<file path="src/rtl/pss_pkg.sv">
package pss_pkg;
    typedef enum logic [2:0] {
        PS_STANDBY = 3'd0,
        PS_IDLE    = 3'd1,
        PS_RUN     = 3'd2,
        PS_IRQ     = 3'd3,
        PS_FIQ     = 3'd4
    } pstate_e;

    localparam int NUM_PSTATES = 5;
    localparam int NIB_W       = 4;
endpackage

</file>
<file path="src/rtl/pss_state_decode.sv">
module pss_state_decode
    import pss_pkg::*;
(
    input  logic [NIB_W-1:0] nib,
    output pstate_e          state,
    output logic             legal
);
    always_comb begin
        if (nib[3])      state = PS_FIQ;
        else if (nib[2]) state = PS_IRQ;
        else if (nib[1]) state = PS_RUN;
        else if (nib[0]) state = PS_IDLE;
        else             state = PS_STANDBY;
        legal = (state == PS_RUN) || (state == PS_IDLE);
    end
endmodule

</file>
<file path="src/rtl/pss_field_pick.sv">
module pss_field_pick
    import pss_pkg::*;
#(
    parameter int FIELD_W  = 4,
    parameter bit HAS_HALF = 1'b1,
    parameter int HIGH_SRC = 8,
    localparam int IDX_W   = FIELD_W + 1,
    localparam int FLAT_W  = NUM_PSTATES * FIELD_W
) (
    input  logic [FLAT_W-1:0] fields_flat,
    input  logic              byp,
    input  pstate_e           state,
    output logic [IDX_W-1:0]  src_idx,
    output logic              div2_en
);
    localparam logic [FIELD_W-1:0] HIGH_F   = FIELD_W'(HIGH_SRC);
    localparam logic [IDX_W-1:0]   HALF_IDX = IDX_W'(1 << FIELD_W);

    logic [FIELD_W-1:0] fields [NUM_PSTATES];
    logic [FIELD_W-1:0] sel_field;

    for (genvar g = 0; g < NUM_PSTATES; g++) begin : g_split
        assign fields[g] = fields_flat[g*FIELD_W +: FIELD_W];
    end

    always_comb begin
        sel_field = '0;
        for (int k = 0; k < NUM_PSTATES; k++) begin
            if (int'(state) == k) sel_field = fields[k];
        end
    end

    if (HAS_HALF) begin : g_half
        logic fold;
        assign fold    = (sel_field == HIGH_F) && !byp;
        assign src_idx = fold ? HALF_IDX : IDX_W'(sel_field);
        assign div2_en = fold;
    end else begin : g_plain
        logic unused_byp;
        assign unused_byp = byp;
        assign src_idx    = IDX_W'(sel_field);
        assign div2_en    = 1'b0;
    end
endmodule

</file>
<file path="src/rtl/pss_req_merge.sv">
module pss_req_merge
    import pss_pkg::*;
#(
    parameter int WORD_W   = 32,
    parameter int FIELD_W  = 4,
    parameter bit HAS_HALF = 1'b1,
    parameter int HIGH_SRC = 8,
    parameter int BYP_BIT  = 16,
    localparam int IDX_W   = FIELD_W + 1
) (
    input  logic [WORD_W-1:0] word,
    input  pstate_e           state,
    input  logic              legal,
    input  logic [IDX_W-1:0]  req_idx,
    output logic [WORD_W-1:0] merged
);
    localparam logic [FIELD_W-1:0] HIGH_F   = FIELD_W'(HIGH_SRC);
    localparam logic [IDX_W-1:0]   HIGH_IDX = IDX_W'(HIGH_SRC);
    localparam logic [IDX_W-1:0]   HALF_IDX = IDX_W'(1 << FIELD_W);

    int sh;

    always_comb begin
        merged = word;
        sh     = int'(state) * FIELD_W;
        if (legal) begin
            if (HAS_HALF && req_idx == HALF_IDX) begin
                merged[BYP_BIT]         = 1'b0;
                merged[sh +: FIELD_W]   = HIGH_F;
            end else if (HAS_HALF && req_idx == HIGH_IDX) begin
                merged[BYP_BIT]         = 1'b1;
                merged[sh +: FIELD_W]   = HIGH_F;
            end else if (!req_idx[IDX_W-1]) begin
                merged[sh +: FIELD_W]   = req_idx[FIELD_W-1:0];
            end
        end
    end
endmodule

</file>
<file path="src/rtl/pwr_src_select.sv">
module pwr_src_select
    import pss_pkg::*;
#(
    parameter int WORD_W   = 32,
    parameter int FIELD_W  = 4,
    parameter bit HAS_HALF = 1'b1,
    parameter int HIGH_SRC = 8,
    parameter int BYP_BIT  = 16,
    parameter logic [WORD_W-1:0] RST_WORD = 32'h2000_0000,
    localparam int IDX_W   = FIELD_W + 1,
    localparam int FLAT_W  = NUM_PSTATES * FIELD_W
) (
    input  logic              clk,
    input  logic              rst_n,
    input  logic              wr_en,
    input  logic [WORD_W-1:0] wdata,
    output logic [WORD_W-1:0] rd_data,
    input  logic              req_valid,
    input  logic [IDX_W-1:0]  req_idx,
    output logic              req_done,
    output logic [IDX_W-1:0]  src_idx,
    output logic              div2_en,
    output logic              state_err
);
    localparam logic [IDX_W-1:0] HALF_IDX = IDX_W'(1 << FIELD_W);

    typedef struct packed {
        logic [WORD_W-1:0] policy;
        logic [IDX_W-1:0]  src;
        logic              div2;
        logic              err;
        logic              done;
    } regs_t;

    regs_t q, d;

    pstate_e           cur_state, nx_state;
    logic              cur_legal, nx_legal;
    logic [WORD_W-1:0] merged_word, policy_nx;
    logic [IDX_W-1:0]  nx_src;
    logic              nx_div2;

    pss_state_decode u_cur_dec (
        .nib   (q.policy[WORD_W-1 -: NIB_W]),
        .state (cur_state),
        .legal (cur_legal)
    );

    pss_req_merge #(
        .WORD_W(WORD_W), .FIELD_W(FIELD_W), .HAS_HALF(HAS_HALF),
        .HIGH_SRC(HIGH_SRC), .BYP_BIT(BYP_BIT)
    ) u_merge (
        .word    (q.policy),
        .state   (cur_state),
        .legal   (cur_legal),
        .req_idx (req_idx),
        .merged  (merged_word)
    );

    assign policy_nx = wr_en ? wdata : (req_valid ? merged_word : q.policy);

    pss_state_decode u_nx_dec (
        .nib   (policy_nx[WORD_W-1 -: NIB_W]),
        .state (nx_state),
        .legal (nx_legal)
    );

    pss_field_pick #(
        .FIELD_W(FIELD_W), .HAS_HALF(HAS_HALF), .HIGH_SRC(HIGH_SRC)
    ) u_pick (
        .fields_flat (policy_nx[FLAT_W-1:0]),
        .byp         (policy_nx[BYP_BIT]),
        .state       (nx_state),
        .src_idx     (nx_src),
        .div2_en     (nx_div2)
    );

    always_comb begin
        d        = q;
        d.policy = policy_nx;
        d.src    = nx_src;
        d.div2   = nx_div2;
        d.err    = !nx_legal;
        d.done   = req_valid && !wr_en;
    end

    always_ff @(posedge clk) begin
        if (!rst_n) begin
            q.policy <= RST_WORD;
            q.src    <= '0;
            q.div2   <= 1'b0;
            q.err    <= 1'b0;
            q.done   <= 1'b0;
        end else begin
            q <= d;
        end
    end

    assign rd_data   = q.policy;
    assign src_idx   = q.src;
    assign div2_en   = q.div2;
    assign state_err = q.err;
    assign req_done  = q.done;

    AST_WRITE_STORES: assert property (@(posedge clk) disable iff (!rst_n)
        wr_en |=> rd_data == $past(wdata));
    AST_WRITE_BEATS_REQ: assert property (@(posedge clk) disable iff (!rst_n)
        wr_en |=> !req_done);
    AST_DONE_AFTER_REQ: assert property (@(posedge clk) disable iff (!rst_n)
        (req_valid && !wr_en) |=> req_done);
    AST_NO_SPURIOUS_DONE: assert property (@(posedge clk) disable iff (!rst_n)
        !(req_valid && !wr_en) |=> !req_done);
    AST_ILLEGAL_KEEPS: assert property (@(posedge clk) disable iff (!rst_n)
        (req_valid && !wr_en && state_err) |=> $stable(rd_data));
    AST_HALF_NEEDS_CLEAR: assert property (@(posedge clk) disable iff (!rst_n)
        div2_en |-> (!rd_data[BYP_BIT] && src_idx == HALF_IDX));
    AST_IDX_RANGE: assert property (@(posedge clk) disable iff (!rst_n)
        src_idx <= HALF_IDX);
    AST_ERR_NIBBLE: assert property (@(posedge clk) disable iff (!rst_n)
        state_err |-> (rd_data[WORD_W-1 -: 2] != 2'b00 || rd_data[WORD_W-1 -: NIB_W] == '0));
endmodule

</file>
<file path="config.mk">
export PLATFORM = sky130hd
export DESIGN_NAME = pwr_src_select
export DESIGN_NICKNAME = d
export VERILOG_FILES = /design/src/rtl/pss_pkg.sv /design/src/rtl/pss_state_decode.sv /design/src/rtl/pss_field_pick.sv /design/src/rtl/pss_req_merge.sv /design/src/rtl/pwr_src_select.sv
export SDC_FILE = /design/constraint.sdc
export NUM_CORES = 1
export LEC_CHECK = 0
export ABC_AREA = 1
export BUFFER_PORTS_ARGS = -buffer_cell sky130_fd_sc_hd__buf_4
export CORE_ASPECT_RATIO = 1.5
export CORE_UTILIZATION = 40
export CTS_BUF_LIST = sky130_fd_sc_hd__clkbuf_4 sky130_fd_sc_hd__clkbuf_8
export CTS_CLUSTER_DIAMETER = 40
export CTS_CLUSTER_SIZE = 16
export DETAILED_ROUTE_END_ITERATION = 10
export SYNTH_ARGS = -nofsm -noshare
export SYNTH_HDL_FRONTEND = slang
export SYNTH_SLANG_ARGS = --single-unit
</file>
<file path="constraint.sdc">
create_clock -name clk -period 3.85 [get_ports clk]
set_input_delay 0.77 -clock clk [delete_from_list [all_inputs] [get_ports clk]]
set_output_delay 0.77 -clock clk [all_outputs]
set_load 0.01 [all_outputs]
</file>
==> results of run 1 <==
## Yosys cell counts (all sizes together)
| cell | instances |
|---|---|
| nor3 | 1 |
| mux2i | 1 |
| a31oi | 2 |
| ha | 4 |
| buf | 6 |
| nor2 | 68 |
| a21oi | 30 |
| o311ai | 1 |
| nand3 | 26 |
| o21a | 2 |
| and2 | 1 |
| nand4 | 11 |
| a21boi | 1 |
| clkinv | 1 |
| a32oi | 2 |
| or2 | 7 |
| dfxtp | 39 |
| o22ai | 3 |
| o211ai | 9 |
| o21bai | 1 |
| nand2 | 102 |
| clkbuf | 7 |
| o21ai | 21 |
| nor4 | 1 |
| inv | 55 |
## per-stage QoR
stage               std cells  cell area (um2)
floorplan                 402             2640
global placement          544             3270
detailed placement        544             3270
CTS                       552             3360
global route              552             3360
finish                    552             3360
## logic make-up (layout without fill, tap and decap cells)
kind of cell    Yosys count  count (layout)  share of synthesized area
simple gates            217             217                      0.412
compound gates           72              72                      0.161
buf+inv                  69             145                      0.109
flops                    39              39                      0.296
fa+ha+maj                 4               4                     0.0190
mux                       1               1                    0.00379
## worst register-to-register path: cells and delay by family (launching register included)
kind,cells,cell delay [ns]
and+or+nand+nor,16,1.68
DFF,1,0.48
buffers and inverters,2,0.30
AOI/OAI and AO/OA,1,0.27
adders and majority gates,1,0.20
## cell type report
class | instances | area, um2 | area share
multi-input combinational | 294 | 1570 | 0.468
sequential | 39 | 781 | 0.233
timing repair buffer | 81 | 608 | 0.181
inverter | 56 | 215 | 0.0641
tap | 74 | 92.6 | 0.0276
clock buffer | 5 | 68.8 | 0.0205
clock inverter | 3 | 20.0 | 0.00596
## registers in the layout (all words and copies together) (netlist names)
signal / count
src_idx: 5
rd_data: 32
req_done: 1
state_err: 1
## cell usage in the layout, fill, tap and decap left out, types with 2 or more instances in the layout
cell,n
a21oi_2,3
or2_2,5
nand2_2,6
inv_2,7
nor2_8,2
a21oi_1,27
nand2_4,2
dfxtp_1,39
nor2_4,4
ha_1,4
nor2_2,3
nand3_1,23
inv_1,46
o21a_1,2
buf_4,81
nand4_1,7
nand4_2,3
o22ai_1,3
o211ai_1,9
a31oi_1,2
clkinvlp_4,2
o21ai_0,13
nor2_1,59
inv_4,2
a32oi_1,2
clkbuf_8,5
or2_1,2
nand2_1,93
o21ai_1,7
nand3_2,2
## worst max-delay path by stage
stage	slack, ns	to
CTS	0.83	src_idx[3]
floorplan	1.13	src_idx[1]
global placement	0.77	src_idx[3]
detailed placement	0.82	src_idx[3]
finish	0.84	src_idx[3]
global route	0.53	src_idx[3]
## power groups by stage
stage / sequential, W / combinational [W] / clock [W]
6_report: 0.000455 / 0.000367 / 0.000289
5_1_grt: 0.000458 / 0.000405 / 0.000314
4_1_cts: 0.000455 / 0.000367 / 0.000295
3_5_place_dp: 0.000464 / 0.000366 / 0
3_3_place_gp: 0.000464 / 0.000367 / 0
2_1_floorplan: 0.000474 / 0.000220 / 0
## routing by layer
| metal | vias to the layer above | track usage | share of wire |
|---|---|---|---|
| met3 | 23 | 0.0349 | 0.045 |
| li1 | 1449 | - | - |
| met2 | 98 | 0.480 | 0.51 |
| met5 | - | 0 | 0 |
| met1 | 1358 | 0.304 | 0.41 |
| met4 | 0 | 0.119 | 0.034 |
==> flow_summary.ini, run 1 <==
[hold_path]
hold_depth = 2
hp-start = rd_data[22]
hold_class = flop to flop
holdPathEnd = rd_data[22]

[synthesis]
synth_top_cell_area_share = 0.296
yosysWarnings = 0
avgSynthCellArea_um2 = 6.56
netlist_instances = 402
synthTopCellsByArea = dfxtp_1 (30%), nand2_1 (13%), nor2_1 (8.4%)
ys_ff_latch = 39
synth.largest_area_cell = dfxtp_1
netlist_area_um2 = 2640
synth_seq_area_share = 0.296
yosysUniqueCellTypes = 43
synth_fp_nets = 447

[pwr]
leakage_nw = 1.66
ir_drop_mv = 0.192
p_sw_frac = 0.366
clkPwrFrac = 0.260
powerDensity_nw_per_um2 = 331
seqPwrFrac = 0.410
p_comb_frac = 0.330
total_power_w = 0.00111
p_switching_w = 0.000407
internal_power_w = 0.000703

[floorplanning]
core-area_um2 = 6260
die-area_um2 = 6930
start_util = 0.421
fp.dieH_um = 101
pin_count = 81
die_w_um = 68.3
rows = 35

[final_layout]
finalNetCount = 522
fill_cells = 653
fin_util = 0.536
drive_gt1_frac = 0.278
diodes = 0
area_delta_synth_final_pct = 27.2

[timing]
setup_viol = 0
whs_ns = 0.470
hold_viol = 0
max_slew_margin = 0.266
drv_slew = 0
worst_pin_slew_ns = 1.10
timing.final.ws_setup_ns = 0.836
period_minus_slack_ns = 3.01
grt_setup_unrepaired = false
setup_tns_ns = 0
fmax_mhz = 332
layout_worst_path_cycle_share = 0.783
skew_ns = 0.00855

[placed_design]
gp_congestion = 0.946
port_buffers = 80
place_ws_ns = 0.822
dp_hpwl_um = 6910

[worst_setup_path]
required_ns = 4.05
crit_chain = nand2_4 -> a21oi_1 -> ha_1 -> inv_1 -> nand2_1 -> nand3_4 -> inv_2 -> nand2_1 -> nand2_1 -> nand2_1 -> nand2_1 -> nand2_2 -> nand4_2 -> nor2_1 -> nor2_1 -> nand4_2 -> nor2_2 -> nand3_2 -> nand2_1 -> nor2_1
timing.rr.start = rd_data[28]
r2r.worst_path.cells = 20
rr_endpoint = src_idx[3]
cp.buffers_inverters = 2
crit_path_start = rd_data[28]
crit_type = flop to flop
slowest_delay_ns = 0.48
cp_max_fo = 12
crit_top_cell = nand2_1
start_kind = flop
path_depth = 20
end_kind = flop
rrSetupSlack_ns = 0.84
arrival_ns = 3.21
slowest_stage = dfxtp_1
path_delay_family = simple AND/OR/NAND/NOR gates

[clock_network]
cts_tree = done
hold_buffers = 0
cts_buffers = 5
worst_setup_hold_path_clk_slew_ns = 0.09
postCtsSetupBuffers = 0
root_buffer = clkbuf_8
cts_max_level = 2
ctsResizeCount = 0
clock_latency_ns = 0.30
clockBufferDepth = 2
cts.sinks = 39

[global_routing]
grt_max_degree = 34
antenna_found_initial = 0
grt_pass1_wl_um = 13600
gr-total-overflow = 0
grt_pass1_vias = 2806
grt_usage = 0.268

[route]
drc = 0
drtPass1Iterations = 4
vias = 2928
ant_nets = 0
viasPerCell = 5.30
wl_per_cell_um = 15.8
drtIter0Drc = 171
routed_wl_um = 8730

[outcome]
status = finished clean

[flow_run]
maxCapViolations = 0
Note: power is estimated with default switching activity, not from simulation.
==> inputs of run 2 (changes only) <==
ABC_AREA = 0   (was 1)
PLACE_DENSITY = 0.66   (was default)
clock period = 2.8 ns   (was 3.85 ns; I/O delays follow)
==> run 2 against run 1 <==
The flow now finishes with violations (setup timing). Utilization is 12 points higher. Synthesized cell count is 29% lower. Synthesized area is 9.1% lower. Die area is 8.8% lower. Combinational power is 75% higher. Maximum frequency is 2.7% higher. Clock skew is 0.0019 ns lower. Highest routed layer unchanged. Critical path depth is 8 lower.
==> flow_summary.ini, run 2 <==
[synthesis]
synth_top_cell_area_share = 0.325
ys_ff_latch = 39
synth_fp_nets = 332
ys.flop_type = dfxtp_1
yosysWarnings = 0
netlist_area_um2 = 2400
yosysUniqueCellTypes = 67
synthTopCellsByCount = dfxtp_1 (39), nor2_1 (39), nand2_1 (22), a21oi_1 (12), and2_1 (12)
avgSynthCellArea_um2 = 8.36
synth_edf_count = 0
synth.largest_area_cell = dfxtp_1
synth-async-reset-ratio = 0
synthTopCellsByArea = dfxtp_1 (33%), nor2_1 (6.1%), nand2_1 (3.4%)
netlist_instances = 287
synth_seq_area_share = 0.325

[final_layout]
diodes = 0
fin_area_um2 = 3810
area_delta_synth_final_pct = 59.0
finalNetCount = 470
drive_gt1_frac = 0.484
layout_commonest_cell = buf_4
seq_area_um2 = 788
multiInputGateArea_um2 = 1680
fill_cells = 524
largest_reg_flops = 32
mostFrequentLayoutCells = buf_4 (149), nor2_1 (36), dfxtp_1 (35)

[floorplanning]
core-area_um2 = 5790
pin_count = 81
start_util = 0.415
fp.dieH_um = 96.9
die-area_um2 = 6320
rows = 34
die_w_um = 65.2

[pwr]
total_power_w = 0.00165
powerDensity_nw_per_um2 = 432
leakage_nw = 1.73
ir_drop_mv = 0.313
internal_power_w = 0.00111
p_switching_w = 0.000540
clkPwrFrac = 0.237
p_comb_frac = 0.388
seqPwrFrac = 0.375
p_sw_frac = 0.327

[worst_setup_path]
crit_chain = nor2b_4 -> o21ai_4 -> ha_4 -> ha_4 -> a2111oi_4 -> buf_4 -> a32o_2 -> a221o_1 -> o2111ai_1 -> o211ai_1 -> or3_4 -> o31a_1
crit_top_cell = ha_4
start_kind = flop
cp.buffers_inverters = 1
slowest_delay_ns = 0.37
path_delay_family = compound AO/OA/AOI/OAI gates
slowest_stage = or3_4
cp_max_fo = 6
end_kind = flop
arrival_ns = 3.12
required_ns = 2.99
crit_type = flop to flop

[global_routing]
gr-total-overflow = 0
grt_max_degree = 18
antenna_found_initial = 0
grt_usage = 0.291
grt_pass1_wl_um = 14000
grt_pass1_vias = 2882

[clock_network]
worst_setup_hold_path_clk_slew_ns = 0.08
clock_latency_ns = 0.30
clockBufferDepth = 2
cts_buffers = 5
hold_buffers = 0
root_buffer = clkbuf_8
cts.sinks = 39
cts_max_level = 2
cts_tree = done

[timing]
grt_setup_unrepaired = true
drv_slew = 0
setup_tns_ns = -0.272
setup_viol = 4
skew_ns = 0.00666
whs_ns = 0.504
layout_worst_path_cycle_share = 1.05
max_slew_margin = 0.635
worst_pin_slew_ns = 0.544
hold_viol = 0
period_minus_slack_ns = 2.94
timing.final.ws_setup_ns = -0.135
fmax_mhz = 341

[hold_path]
hold_class = primary input to flop

[route]
vias = 2850
ant_nets = 0
routed_wl_um = 8950
drtPass1Iterations = 4
wl_per_cell_um = 18.0
drtIter0Drc = 157
drc = 0
viasPerCell = 5.72

[placed_design]
dp_hpwl_um = 6920
place_area_um2 = 3500
gp_congestion = 0.984
port_buffers = 80

[flow_run]
maxCapViolations = 0

[outcome]
violations = setup timing
status = complete, but fails checks
[run 2: metrics by stage]
stage / setup WS (ns) / std cells / utilization
floorplan: -0.0295 / 287 / -
global placement: -0.145 / 480 / 0.605
detailed placement: -0.186 / 480 / 0.605
CTS: -0.0825 / 496 / 0.650
global route: -0.232 / 498 / 0.659
finish: -0.135 / 498 / 0.659
[run 2: cell families after synthesis]
family,after synthesis,synth area share
xor+xnor,1,0.00365
flops,39,0.325
mux,7,0.0292
compound gates,98,0.339
simple gates,109,0.226
fa+ha+maj,4,0.0209
buf+inv,29,0.0563
[run 2: final timing paths]
| path | startpoint | to | slack (ns) | cells after the start |
|---|---|---|---|---|
| max reg2reg | rd_data[28] | src_idx[3] | -0.14 | 12 |
| min | wdata[27] | rd_data[27] | 0.50 | 3 |
| min reg2reg | rd_data[21] | rd_data[21] | 0.50 | 2 |
| max | rd_data[28] | src_idx[3] | -0.14 | 12 |
[run 2: tightest hold or removal path: stages]
cell and delay (ns):
buf_4 0.08, o21ai_0 0.06, nor2_1 0.07
[run 2: timing repair]
item / 4_1_cts / 5_1_grt
cloned: 0 / 0
pin swaps: 11 / 6
setup buffers: 8 / 3
endpoints found under the setup margin: 3 / 5
gates resized for setup: 18 / 9
[run 2: power by group through the flow]
stage	Sequential [W]	Clock [W]	Combinational (W)
after detailed placement	0.000630	0	0.000561
after CTS	0.000618	0.000401	0.000613
after global routing	0.000621	0.000422	0.000685
final	0.000618	0.000391	0.000641
after global placement	0.000629	0	0.000559
after floorplan	0.000647	0	0.000267
[run 2: final cells by class]
type	instances	share of cell area
clock inverters	1	0.00131
flip-flops and latches	39	0.207
inverters	11	0.0121
well taps	72	0.0236
clock buffers	7	0.0220
multi-input cells	219	0.441
repair buffers	149	0.293
[run 2: metal layers]
layer,part of all wire,up-vias,track usage
met1,0.39,1340,0.330
met5,0,-,0
met4,0.053,0,0.177
met2,0.51,129,0.504
met3,0.049,29,0.0307
li1,-,1352,-
